<file path="config.mk">
export PLATFORM = sky130hd
export DESIGN_NAME = bridge_rd_prefetch
export DESIGN_NICKNAME = d
export VERILOG_FILES = /design/src/rtl/bridge_rd_pkg.sv /design/src/rtl/bridge_rd_ctrl.sv /design/src/rtl/bridge_rd_dp.sv /design/src/rtl/bridge_rd_prefetch.sv
export SDC_FILE = /design/constraint.sdc
export NUM_CORES = 1
export LEC_CHECK = 0
export ABC_AREA = 1
export CAP_MARGIN = 15
export CORE_ASPECT_RATIO = 0.8
export CORE_MARGIN = 2
export CORE_UTILIZATION = 45
export CTS_CLUSTER_DIAMETER = 150
export DETAILED_ROUTE_END_ITERATION = 10
export GPL_ROUTABILITY_DRIVEN = 0
export MAX_ROUTING_LAYER = met4
export PLACE_DENSITY_LB_ADDON = 0.08
export SYNTH_ARGS = -nofsm -noshare
export SYNTH_HDL_FRONTEND = slang
export SYNTH_SLANG_ARGS = --single-unit
</file>
<file path="constraint.sdc">
create_clock -name clk -period 7.3 [get_ports clk]
set_clock_uncertainty 0.05 [all_clocks]
set_input_delay 1.46 -clock clk [delete_from_list [all_inputs] [get_ports clk]]
set_output_delay 1.46 -clock clk [all_outputs]
set_load 0.02 [all_outputs]
</file>
<file path="src/rtl/bridge_rd_pkg.sv">
package bridge_rd_pkg;

  typedef enum logic [2:0] {
    CMD_IO   = 3'd0,
    CMD_CFG0 = 3'd1,
    CMD_MR   = 3'd2,
    CMD_MRL  = 3'd3,
    CMD_MRM  = 3'd4,
    CMD_DW   = 3'd5
  } rdCmd_e;

  typedef enum logic [1:0] {
    CLS_IMMEDIATE = 2'd0,
    CLS_DELAYED   = 2'd1,
    CLS_SPLIT     = 2'd2
  } rdClass_e;

  // strobes from the decode control to the length datapath
  typedef struct packed {
    logic     load;
    logic     nonPref;
    logic     useLine;
    logic     useFill;
    rdClass_e cls;
  } rdCtrl_t;

endpackage

</file>
<file path="src/rtl/bridge_rd_ctrl.sv">
module bridge_rd_ctrl
  import bridge_rd_pkg::*;
(
  input  logic       reqValid,
  input  logic [2:0] reqCmd,
  input  logic       reqSide,
  input  logic       extMode,
  input  logic       prefSpace,
  input  logic [1:0] priMrSel,
  input  logic       priMrlFill,
  input  logic       priMrmFill,
  input  logic [1:0] secMrSel,
  input  logic       secMrlFill,
  input  logic       secMrmFill,
  output rdCtrl_t    ctrl
);

  logic [1:0] mrSel;
  logic       mrlFill;
  logic       mrmFill;

  // policy set follows the accepting side
  always_comb begin
    if (reqSide) begin
      mrSel   = secMrSel;
      mrlFill = secMrlFill;
      mrmFill = secMrmFill;
    end else begin
      mrSel   = priMrSel;
      mrlFill = priMrlFill;
      mrmFill = priMrmFill;
    end
  end

  always_comb begin
    ctrl         = '0;
    ctrl.load    = reqValid;
    ctrl.nonPref = 1'b1;
    unique case (reqCmd)
      CMD_MR: begin
        if (prefSpace) begin
          ctrl.nonPref = 1'b0;
          ctrl.useLine = (mrSel == 2'b01);
          ctrl.useFill = mrSel[1];
        end
      end
      CMD_MRL: begin
        ctrl.nonPref = 1'b0;
        ctrl.useFill = mrlFill;
        ctrl.useLine = ~mrlFill;
      end
      CMD_MRM: begin
        ctrl.nonPref = 1'b0;
        ctrl.useFill = mrmFill;
        ctrl.useLine = ~mrmFill;
      end
      default: ctrl.nonPref = 1'b1;
    endcase

    if ((reqCmd == CMD_CFG0) && !reqSide) ctrl.cls = CLS_IMMEDIATE;
    else if (extMode)                     ctrl.cls = CLS_SPLIT;
    else                                  ctrl.cls = CLS_DELAYED;
  end

endmodule

</file>
<file path="src/rtl/bridge_rd_dp.sv">
module bridge_rd_dp
  import bridge_rd_pkg::*;
#(
  parameter int ADDR_W     = 32,
  parameter int CL_W       = 8,
  parameter int MAXB_W     = 13,
  parameter int BOUND_LOG2 = 20,
  localparam int LEN_W     = BOUND_LOG2 + 1
) (
  input  logic              clk,
  input  logic              rstN,
  input  rdCtrl_t           ctrl,
  input  logic [ADDR_W-1:0] reqAddr,
  input  logic [3:0]        initBe,
  input  logic [CL_W-1:0]   cacheLineDw,
  input  logic [MAXB_W-1:0] maxReadBytes,
  output logic              outValid,
  output logic [LEN_W-1:0]  outBytes,
  output logic [3:0]        outBe,
  output logic              outDiscOne,
  output logic [1:0]        outClass
);

  localparam logic [LEN_W-1:0] DW_BYTES   = LEN_W'(4);
  localparam logic [LEN_W-1:0] BOUND_SIZE = LEN_W'(1) << BOUND_LOG2;

  logic [LEN_W-1:0] addrLow;
  logic [LEN_W-1:0] lineBytes;
  logic [LEN_W-1:0] lineOff;
  logic [LEN_W-1:0] lineLen;
  logic [LEN_W-1:0] fillRaw;
  logic [LEN_W-1:0] fillLen;
  logic [LEN_W-1:0] boundRem;
  logic [LEN_W-1:0] rawLen;
  logic [LEN_W-1:0] finalLen;

  assign addrLow   = {1'b0, reqAddr[BOUND_LOG2-1:2], 2'b00};
  assign lineBytes = LEN_W'(cacheLineDw) << 2;
  assign lineOff   = addrLow & (lineBytes - LEN_W'(1));
  assign lineLen   = (cacheLineDw == '0) ? DW_BYTES : (lineBytes - lineOff);
  assign fillRaw   = LEN_W'(maxReadBytes) & ~LEN_W'(3);
  assign fillLen   = (fillRaw < DW_BYTES) ? DW_BYTES : fillRaw;
  assign boundRem  = BOUND_SIZE - addrLow;

  always_comb begin
    if (ctrl.nonPref)      rawLen = DW_BYTES;
    else if (ctrl.useFill) rawLen = fillLen;
    else if (ctrl.useLine) rawLen = lineLen;
    else                   rawLen = DW_BYTES;
    finalLen = (rawLen > boundRem) ? boundRem : rawLen;
  end

  always_ff @(posedge clk) begin
    if (!rstN) begin
      outValid   <= 1'b0;
      outBytes   <= '0;
      outBe      <= '0;
      outDiscOne <= 1'b0;
      outClass   <= '0;
    end else begin
      outValid <= ctrl.load;
      if (ctrl.load) begin
        outBytes   <= finalLen;
        outBe      <= ctrl.nonPref ? initBe : 4'hF;
        outDiscOne <= ctrl.nonPref;
        outClass   <= ctrl.cls;
      end
    end
  end

  // control strobes must never select two lengths at once
  p_one_mode_r4: assert property (@(posedge clk) disable iff (!rstN)
    ctrl.load |-> $onehot0({ctrl.nonPref, ctrl.useLine, ctrl.useFill}))
    else $error("p_one_mode_r4");

  p_valid_next_r1: assert property (@(posedge clk) disable iff (!rstN)
    ctrl.load |=> outValid)
    else $error("p_valid_next_r1");

  p_single_dw_r2: assert property (@(posedge clk) disable iff (!rstN)
    (outValid && outDiscOne) |-> (outBytes == DW_BYTES))
    else $error("p_single_dw_r2");

  p_full_be_r3: assert property (@(posedge clk) disable iff (!rstN)
    (outValid && !outDiscOne) |-> (outBe == 4'hF))
    else $error("p_full_be_r3");

  p_no_cross_r8: assert property (@(posedge clk) disable iff (!rstN)
    ctrl.load |=> ((outBytes + $past(addrLow)) <= BOUND_SIZE))
    else $error("p_no_cross_r8");

  p_hold_r1: assert property (@(posedge clk) disable iff (!rstN)
    !ctrl.load |=> $stable(outBytes))
    else $error("p_hold_r1");

endmodule

</file>
<file path="src/rtl/bridge_rd_prefetch.sv">
module bridge_rd_prefetch
  import bridge_rd_pkg::*;
#(
  parameter int ADDR_W     = 32,
  parameter int CL_W       = 8,
  parameter int MAXB_W     = 13,
  parameter int BOUND_LOG2 = 20,
  localparam int LEN_W     = BOUND_LOG2 + 1
) (
  input  logic              clk,
  input  logic              rstN,
  input  logic              reqValid,
  input  logic [2:0]        reqCmd,
  input  logic [ADDR_W-1:0] reqAddr,
  input  logic              reqSide,
  input  logic              extMode,
  input  logic              prefSpace,
  input  logic [3:0]        initBe,
  input  logic [1:0]        priMrSel,
  input  logic              priMrlFill,
  input  logic              priMrmFill,
  input  logic [1:0]        secMrSel,
  input  logic              secMrlFill,
  input  logic              secMrmFill,
  input  logic [CL_W-1:0]   cacheLineDw,
  input  logic [MAXB_W-1:0] maxReadBytes,
  output logic              outValid,
  output logic [LEN_W-1:0]  outBytes,
  output logic [3:0]        outBe,
  output logic              outDiscOne,
  output logic [1:0]        outClass
);

  rdCtrl_t ctrl;

  bridge_rd_ctrl uCtrl (
    .reqValid   (reqValid),
    .reqCmd     (reqCmd),
    .reqSide    (reqSide),
    .extMode    (extMode),
    .prefSpace  (prefSpace),
    .priMrSel   (priMrSel),
    .priMrlFill (priMrlFill),
    .priMrmFill (priMrmFill),
    .secMrSel   (secMrSel),
    .secMrlFill (secMrlFill),
    .secMrmFill (secMrmFill),
    .ctrl       (ctrl)
  );

  bridge_rd_dp #(
    .ADDR_W     (ADDR_W),
    .CL_W       (CL_W),
    .MAXB_W     (MAXB_W),
    .BOUND_LOG2 (BOUND_LOG2)
  ) uDp (
    .clk          (clk),
    .rstN         (rstN),
    .ctrl         (ctrl),
    .reqAddr      (reqAddr),
    .initBe       (initBe),
    .cacheLineDw  (cacheLineDw),
    .maxReadBytes (maxReadBytes),
    .outValid     (outValid),
    .outBytes     (outBytes),
    .outBe        (outBe),
    .outDiscOne   (outDiscOne),
    .outClass     (outClass)
  );

endmodule

</file>
-- After elaboration in Yosys (flattened, before gate mapping)
Cells that the tools add are included.
- $add $sub $neg: 3
- $lt $le $gt $ge: 2
- eq/ne operators: 5
- muxes and demuxes: 15
- bitwise logic cells: 3
- reduce and logical (&&, ||, !) cells: 4
- operators by type and width (cell ; number):
    $mux 21 ; 5
    $and 20x21->21 ; 1
    $gt 21x21->1 ; 1
    $sub 10x21->21 ; 1
    $sub 21x20->21 const A ; 1
    $lt 13x3->1 const B ; 1
    $mux 13 ; 1
    $sub 10x1->11 const B ; 1
    $logic_not 8->1 ; 1
    $eq 3x2->1 const B ; 2
    $mux 2 ; 3
    $pmux 2 s3 ; 1
    $mux 4 ; 1
    $eq 3x1->1 const B ; 1
    $eq 3x3->1 const B ; 1
    $mux 3 ; 1
    $eq 2x1->1 const B ; 1
    $mux 1 ; 2
    $not 1->1 ; 2
    $pmux 1 s2 ; 1
    $reduce_or 2->1 ; 1
    $logic_and 1x1->1 ; 1
    $logic_not 1->1 ; 1
- register bits after elaboration: 29
- input port bits: 74
- output and inout port bits: 29
- logic and storage cells: 37

-- Depth between registers and ports, before layout
Gate-level depths: netlist of the first run.
- depth after elaboration: 9
- depth in mapped cells: 29
- gate-level depth less buffers: 29

-- Hierarchy
From an unflattened synthesis of the first run, not the netlist that was laid out.
- cells, all modules: 509
- area total of the unflattened synthesis: 3084.2 um^2
- modules (own cells, without submodules) (module ; instances ; cells each ; area each (um^2) ; seq. area each (um^2)):
    bridge_rd_dp ; 1 ; 462 ; 2872.8 ; 540.5
    bridge_rd_ctrl ; 1 ; 47 ; 211.5 ; 0.0

-- Least setup slack after synthesis of the first run
Ideal clock, no wire load.
- path type: input -> register
- start point: input cacheLineDw[0]
- end point: register uDp.outBytes[6]
- library setup time: 138 ps
- data arrival time: 4179 ps
- required time: 7112 ps
- path slack: 2933 ps
- stages on the path: 27
- path buffers: 1
- cell sequence: inv_1 > ha_1 > inv_2 > nand2_2 > nand2_1 > o21ai_1 > inv_2 > nand2_2 > nand2_2 > nand2_1 > nand2_1 > nand3_2 > nand2_2 > nand2_2 > inv_1 > ha_1 > a21oi_1 > nor2_1 > nor3b_1 > o21ai_1 > nand2_1 > nand3_2 > nand2_2 > buf_2 > nand2_1 > nand3_1 > a21oi_1
- cells in the longest elaborated chain, start to end: 9
- elaborated cells between the ends (all ways): 10
- those cells by class: add/sub: 2; order compare: 1; mux: 5; bitwise: 1; reduce/logical: 1
- ends and longest elaborated chain (what ; line ; text):
    start, declared ; bridge_rd_prefetch.sv:25 ; input logic [CL_W-1:0] cacheLineDw,
    $sub 10x1->11 ; bridge_rd_dp.sv:39 ; assign lineOff = addrLow & (lineBytes - LEN_W'(1));
    $and 20x21->21 ; bridge_rd_dp.sv:39 ;
    $sub 10x21->21 ; bridge_rd_dp.sv:40 ; assign lineLen = (cacheLineDw == '0) ? DW_BYTES : (lineBytes - lineOff);
    $mux 21 (*) ; bridge_rd_dp.sv:40 ;
    $mux 21 (*) ; bridge_rd_dp.sv:48 ; else if (ctrl.useLine) rawLen = lineLen;
    $mux 21 (*) ; bridge_rd_dp.sv:47 ; else if (ctrl.useFill) rawLen = fillLen;
    $mux 21 (*) ; bridge_rd_dp.sv:46 ; if (ctrl.nonPref) rawLen = DW_BYTES;
    $gt 21x21->1 ; bridge_rd_dp.sv:50 ; finalLen = (rawLen > boundRem) ? boundRem : rawLen;
    $mux 21 (*) ; bridge_rd_dp.sv:50 ;
    end signal, assigned ; bridge_rd_dp.sv:63 ; outBytes <= finalLen;
    end, declared ; bridge_rd_dp.sv:18 ; output logic [LEN_W-1:0] outBytes,
Every way passes the cells marked *; elsewhere a longest branch is shown, timed or not.
A chain may end at the register's enable or synchronous reset.

-- Worst setup path after layout of the first run
- start point: input reqSide
- end point: register uDp.outBytes[10]
- cells in the longest elaborated chain, start to end: 9
- elaborated cells between the ends (all ways): 13
- those cells by class: order compare: 1; eq/ne: 1; mux: 9; bitwise: 2
- ends and longest elaborated chain (what ; line ; text):
    start, declared ; bridge_rd_prefetch.sv:15 ; input logic reqSide,
    $mux 2 ; bridge_rd_ctrl.sv:24 ; if (reqSide) begin
    $eq 2x1->1 ; bridge_rd_ctrl.sv:43 ; ctrl.useLine = (mrSel == 2'b01);
    $mux 3 ; bridge_rd_ctrl.sv:41 ; if (prefSpace) begin
    $pmux 2 s3 (*) ; bridge_rd_ctrl.sv:39 ; unique case (reqCmd)
    $mux 21 ; bridge_rd_dp.sv:48 ;
    $mux 21 (*) ; bridge_rd_dp.sv:47 ;
    $mux 21 (*) ; bridge_rd_dp.sv:46 ;
    $gt 21x21->1 ; bridge_rd_dp.sv:50 ;
    $mux 21 (*) ; bridge_rd_dp.sv:50 ;
Marked as above.

==> results of run 1 <==
-- cell usage after synthesis (all sizes together), types with 4 or more instances --
master,number
nand4,9
nand2,145
xnor2,6
nor4,5
nand3,45
clkbuf,6
o221ai,4
ha,22
or2,6
a21oi,36
o21ai,26
nor3,5
xor2,8
inv,74
nor2,40
dfxtp,27
buf,7
-- flip-flops by register name, indices dropped and copies added, names as in the netlist --
name,cells
uDp.outValid,1
uDp.outBytes,19
uDp.outClass,2
uDp.outDiscOne,1
uDp.outBe,4
-- power groups by stage --
| stage | sequential [mW] | clock, mW | combinational [mW] |
|---|---|---|---|
| after floorplan | 0.179 | 0 | 0.119 |
| after global placement | 0.166 | 0 | 0.211 |
| after detailed placement | 0.167 | 0 | 0.215 |
| after CTS | 0.163 | 0.0851 | 0.216 |
| after global routing | 0.165 | 0.0921 | 0.240 |
| final | 0.163 | 0.0822 | 0.216 |
-- metal layers --
layer / part of all wire [%] / routed length, um / vias up
met4: 0.18 / 14 / 0
met3: 6.7 / 529 / 2
met1: 47 / 3690 / 1482
li1: - / - / 1725
met2: 46 / 3630 / 95
met5: 0 / 0 / -
-- logic make-up (layout without fill, tap and decap cells) --
group	Yosys count	after routing	synth area share [%]
xor gates and xnor gates	14	14	4.34
AOI/OAI and AO/OA	74	74	15.1
adders and majority gates	22	22	9.17
other	1	2	0.125
DFF	27	27	18.0
and+or+nand+nor	258	258	41.6
buffers and inverters	87	162	11.7
-- placed cells by master (no fill, tap or decap), types with 6 or more instances in the layout --
master / instances
nand3_2: 7
nand2_1: 130
ha_1: 22
inv_1: 65
a21oi_2: 6
inv_2: 8
nand3_1: 37
o21ai_0: 21
nor2_1: 34
dfxtp_1: 27
xor2_1: 8
nand2_2: 14
nand4_1: 8
a21oi_1: 29
clkdlybuf4s50_1: 84
-- tightest hold or removal path, delay by kind of cell (launching register included) --
| kind | cells | cell delay [ps] |
|---|---|---|
| simple gates | 1 | 60 |
| flops | 1 | 320 |
| compound gates | 1 | 50 |
-- cell type report --
class | count | area, um2 | area share [%]
multi-input cells | 370 | 2110 | 53.8
flip-flops and latches | 27 | 541 | 13.8
repair buffers | 84 | 841 | 21.4
inverters | 74 | 280 | 7.14
well taps | 84 | 105 | 2.68
clock buffers | 4 | 45.0 | 1.15
-- metrics by stage --
stage / cells / worst slack (ps) / power, mW
2_1_floorplan: 484 / 2930 / 0.298
3_3_place_gp: 639 / 1790 / 0.377
3_5_place_dp: 639 / 1790 / 0.382
4_1_cts: 643 / 2060 / 0.465
5_1_grt: 643 / 1620 / 0.497
6_report: 643 / 2030 / 0.461
-- final timing paths --
check	end	slack (ps)	depth (start not counted)
max	uDp.outBytes[10]	2030	19
min	uDp.outBytes[17]	420	2
max reg2reg	uDp.outClass[1]	6580	2
min reg2reg	uDp.outBytes[17]	420	2
==> impl_metrics.yaml, run 1 <==
run_status:
  status: "completed"
synthesis:
  netlist_area_mm2: 0.00300
  synth_cells: 483
  synth_edf_count: 0
  yosysWarnings: 0
  synthTopCellsByArea: "dfxtp_1 (18%), nand2_1 (16%), ha_1 (9.2%)"
  yosysTopAreaCell: "dfxtp_1"
  async_flop_share_pct: 0
  synth_top_flop_cell: "dfxtp_1"
  netlist-cell-type-count: 48
  syn_avg_cell_area_um2: 6.21
  synth_top_area_share_pct: 18.0
  ys_ff_latch: 27
  synth-seq-area-share_pct: 18.0
setup_path:
  cpMaxStageDelayCell: "a221oi_2"
  critPathCaptureType: "flop"
  cpPeakStageDelay_ps: 910
  arrival_ps: 5420
  crit_type: "in -> reg"
  crit_path_start: "reqSide"
  r2r-start: "uDp.outClass[1]"
  cp-start-kind: "primary input"
  crit_family: "compound AO/OA/AOI/OAI gates"
  crit_buf_inv: 5
  crit_top_cell: "nand2_1"
  crit_chain: "clkdlybuf4s50_1 -> inv_2 -> nand2_1 -> nand2_1 -> a221oi_2 -> o21ai_0 -> o21ai_0 -> inv_1 -> ha_1 -> nand2_1 -> nor4b_1 -> nand3_1 -> nand2_2 -> inv_2 -> nand2_1 -> nand2_1 -> inv_1 -> nand2_1 -> a21oi_2"
  critical_path_required_ps: 7450
  path_max_fanout: 21
clock_tree:
  clockBufferDepth: 2
  h-tree-depth: 1
  clkTransAtPathRegs_ps: 80
  cts_buffers: 3
  clock_latency_ps: 270
  cts_setup_buffers: 0
  postCtsHoldBufs: 0
  tritoncts: "yes"
  cts.sinks: 27
  root_buffer: "clkbuf_8"
  cts_resized: 0
cells_and_area:
  utilization_pct: 61.2
  stdcell_area_mm2: 0.00393
  drive_above_1_share_pct: 10.9
  layout.nets: 656
  fillers: 626
  syn2layout_area_growth_pct: 30.8
  diodes: 0
timing:
  slew_headroom_pct: 25.9
  whs_ps: 417
  final.min_clock_period_ps: 5270
  finalCritPeriodShare_pct: 72.2
  slew_viol_final: 0
  fmax_ghz: 0.190
  hold_viol_final: 0
  tightest_slew_ps: 1110
  setup_violations: 0
  final.setup.tns_ps: 0
  rsz0062_at_grt: "no"
route:
  drc_errors: 0
  vias_per_cell: 5.14
  postRouteAntennaNets: 0
  wl_per_cell_um: 12.2
  num_vias: 3304
  drtIter0Drc: 163
  wirelength_um: 7860
  dr.pass1.iters: 4
min_path:
  hold_start: "uDp.outBytes[17]"
  min_path_type: "reg -> reg"
die:
  die_x_um: 95.3
  die_h_um: 77.1
  start_util_pct: 46.8
  row_count: 26
  io-pin-count: 103
  core_region_area_mm2: 0.00641
  die_area_mm2: 0.00734
power_and_ir_drop:
  p_leak_nw: 1.94
  p_seq_share_pct: 35.4
  p_comb_share_pct: 46.8
  internal_power_mw: 0.290
  vdd_drop_max_mv: 0.0986
  p_sw_mw: 0.172
  clock_power_share_pct: 17.8
  powerDensity_mw_per_mm2: 118
  switching_share_pct: 37.2
global_route:
  antenna_found_initial: 0
  grt_use_total_pct: 22.4
  top_usage_layer: "met2"
  grtUsageMet2_pct: 36.9
  grt_start_max_net_pins: 26
  met3_usage_pct: 4.62
  grt_util_met1_pct: 29.4
  overflow: 0
  grt_pass1_vias: 3045
  grt_pass1_wl_um: 13200
place:
  post-dp-hpwl_um: 6670
  placed_cell_area_mm2: 0.00388
  io_buffer_count: 84
flow_run:
  cap_violations: 0
Note: power is estimated with default switching activity, not from simulation.
==> inputs of run 2 (changes only) <==
--- a/config.mk
+++ b/config.mk
@@ -9,7 +9,7 @@
 export CAP_MARGIN = 15
 export CORE_ASPECT_RATIO = 0.8
 export CORE_MARGIN = 2
-export CORE_UTILIZATION = 45
+export CORE_UTILIZATION = 42
 export CTS_CLUSTER_DIAMETER = 150
 export DETAILED_ROUTE_END_ITERATION = 10
 export GPL_ROUTABILITY_DRIVEN = 0
==> constraint.sdc (replaced) <==
create_clock -name clk -period 4.8 [get_ports clk]
set_clock_uncertainty 0.05 [all_clocks]
set_input_delay 0.96 -clock clk [delete_from_list [all_inputs] [get_ports clk]]
set_output_delay 0.96 -clock clk [all_outputs]
set_load 0.02 [all_outputs]
==> run 2 against run 1 <==
Sequential power is 52% higher. Sequential share of layout area is 0.16 points lower. Utilization is 3.6 points lower. Design area is 1.2% higher. Clock-buffer cell count is 1 lower. Largest power group unchanged. Critical endpoint is now uDp.outBytes[3]. Critical path type unchanged. Highest routed layer unchanged. Critical path depth is 1 lower.
==> impl_metrics.yaml, run 2 (synthesis gave the netlist of run 1 again) <==
global_route:
  overflow: 0
  grt_pass1_wl_um: 14200
  grt_pass1_vias: 3176
  grt_use_total_pct: 22.0
  grt_start_max_net_pins: 26
  top_usage_layer: "met2"
  met3_usage_pct: 3.24
  grt_util_met1_pct: 29.3
  grtUsageMet2_pct: 37.3
  antenna_found_initial: 0
setup_path:
  crit_type: "in -> reg"
  path_max_fanout: 11
  arrival_ps: 4450
  crit_chain: "clkdlybuf4s50_1 -> inv_1 -> ha_1 -> nand4_1 -> nor2_1 -> nand3_1 -> nor4_2 -> xor2_1 -> ha_1 -> a21oi_1 -> o21ai_0 -> a21oi_1 -> nand3_2 -> nand2_2 -> buf_4 -> nand2_1 -> o211ai_1 -> a21oi_1"
  crit_family: "simple AND/OR/NAND/NOR gates"
  crit_top_cell: "a21oi_1"
  critPathCaptureType: "flop"
  critical_path_required_ps: 4890
  cpPeakStageDelay_ps: 470
  cp-start-kind: "primary input"
  crit_buf_inv: 3
  cpMaxStageDelayCell: "clkdlybuf4s50_1"
flow_run:
  cap_violations: 0
timing:
  slew_headroom_pct: 48.7
  slew_viol_final: 0
  tightest_slew_ps: 767
  final.min_clock_period_ps: 4370
  rsz0062_at_grt: "no"
  fmax_ghz: 0.229
  final.setup.tns_ps: 0
  hold_viol_final: 0
  setup_violations: 0
  finalCritPeriodShare_pct: 91.0
place:
  io_buffer_count: 84
  post-dp-hpwl_um: 6980
  dp_cells: 646
  placed_cell_area_mm2: 0.00391
cells_and_area:
  layout.nets: 660
  largest_reg_flops: 19
  largest_registers: "uDp.outBytes: 19 flops, uDp.outBe: 4 flops, uDp.outClass: 2 flops"
  utilization_pct: 57.6
  drive_above_1_share_pct: 12.1
  mostFrequentLayoutCells: "nand2_1 (130), clkdlybuf4s50_1 (84), inv_1 (65), nand3_1 (37), nor2_1 (34)"
  diodes: 0
  syn2layout_area_growth_pct: 32.3
  stdcell_area_mm2: 0.00397
  final_common_cell: "nand2_1"
  largest_register: "uDp.outBytes"
  fillers: 720
  fin_cells: 650
route:
  num_vias: 3304
  drc_errors: 0
  postRouteAntennaNets: 0
  dr.pass1.iters: 4
  wirelength_um: 8190
  vias_per_cell: 5.08
  wl_per_cell_um: 12.6
  drtIter0Drc: 133
die:
  io-pin-count: 103
  die_h_um: 79.6
  start_util_pct: 43.6
  row_count: 27
  die_area_mm2: 0.00784
  core_region_area_mm2: 0.00689
  die_x_um: 98.5
power_and_ir_drop:
  powerDensity_mw_per_mm2: 179
  power_mw: 0.711
  p_leak_nw: 1.95
  vdd_drop_max_mv: 0.172
clock_tree:
  postCtsHoldBufs: 0
  cts_buffers: 3
  clock_latency_ps: 270
  clkTransAtPathRegs_ps: 90
  h-tree-depth: 1
  root_buffer: "clkbuf_8"
  cts.sinks: 27
  tritoncts: "yes"
  clockBufferDepth: 2
min_path:
  min_path_type: "reg -> reg"
run_status:
  status: "completed"
==> run 2: cell types whose count changed in the layout (fill, tap and decap cells not counted), sizes merged <==
cell | previous run | this run
buf | 0 | 4
clkbuf | 4 | 3
clkinvlp | 0 | 1
==> run 2: through the flow <==
step	hold slack [ps]	setup slack (ps)
final	419	434
after global routing	444	12.4
after global placement	403	207
after floorplan	495	933
after detailed placement	404	126
after CTS	418	417
==> run 2: layout make-up <==
class | instances | area [um2] | share of cell area [%]
Clock buffer | 3 | 41.3 | 1.04
Clock inverter | 1 | 7.51 | 0.189
Inverter | 74 | 283 | 7.12
Multi-Input combinational cell | 370 | 2120 | 53.4
Sequential cell | 27 | 541 | 13.6
Tap cell | 87 | 109 | 2.74
Timing Repair Buffer | 88 | 871 | 21.9
==> run 2: path summary, 6_finish.rpt <==
path                                        from          endpoint  slack, ps  cells past startpoint
worst max-delay path                  reqAddr[2]   uDp.outBytes[3]        430                     18
worst min-delay path            uDp.outBytes[17]  uDp.outBytes[17]        420                      2
worst max register to register      uDp.outBe[1]      uDp.outBe[1]       4080                      2
worst min register to register  uDp.outBytes[17]  uDp.outBytes[17]        420                      2
==> run 2: worst reg2reg max path, stage by stage (launching register included) <==
cell	delay (ps)
dfxtp_1	330
o221ai_1	170
inv_1	70
==> run 2: layer usage <==
metal / share of wire, % / vias up
met5: 0 / -
met4: 0.38 / 0
met3: 5.4 / 4
met2: 46 / 90
met1: 48 / 1480
li1: - / 1730
==> run 2: where the power goes <==
group | switching [mW] | internal (mW)
registers | 0.00793 | 0.240
logic | 0.189 | 0.145
clock network | 0.0694 | 0.0588
==> run 2: what timing repair did <==
| item | in CTS | in global routing |
|---|---|---|
| setup buffers | 0 | 0 |
| resized for setup | 0 | 3 |
| endpoints found under the setup margin | 0 | 14 |
==> inputs of run 3 (changes only) <==
--- a/config.mk
+++ b/config.mk
@@ -11,6 +11,7 @@
 export CORE_MARGIN = 2
 export CORE_UTILIZATION = 42
 export CTS_CLUSTER_DIAMETER = 150
+export CTS_CLUSTER_SIZE = 28
 export DETAILED_ROUTE_END_ITERATION = 10
 export GPL_ROUTABILITY_DRIVEN = 0
 export MAX_ROUTING_LAYER = met4
@@ -18,3 +19,4 @@
 export SYNTH_ARGS = -nofsm -noshare
 export SYNTH_HDL_FRONTEND = slang
 export SYNTH_SLANG_ARGS = --single-unit
+export TNS_END_PERCENT = 50
==> results of run 3 <==
Same layout as run 2: the final DEF is identical, and so are final timing and power.
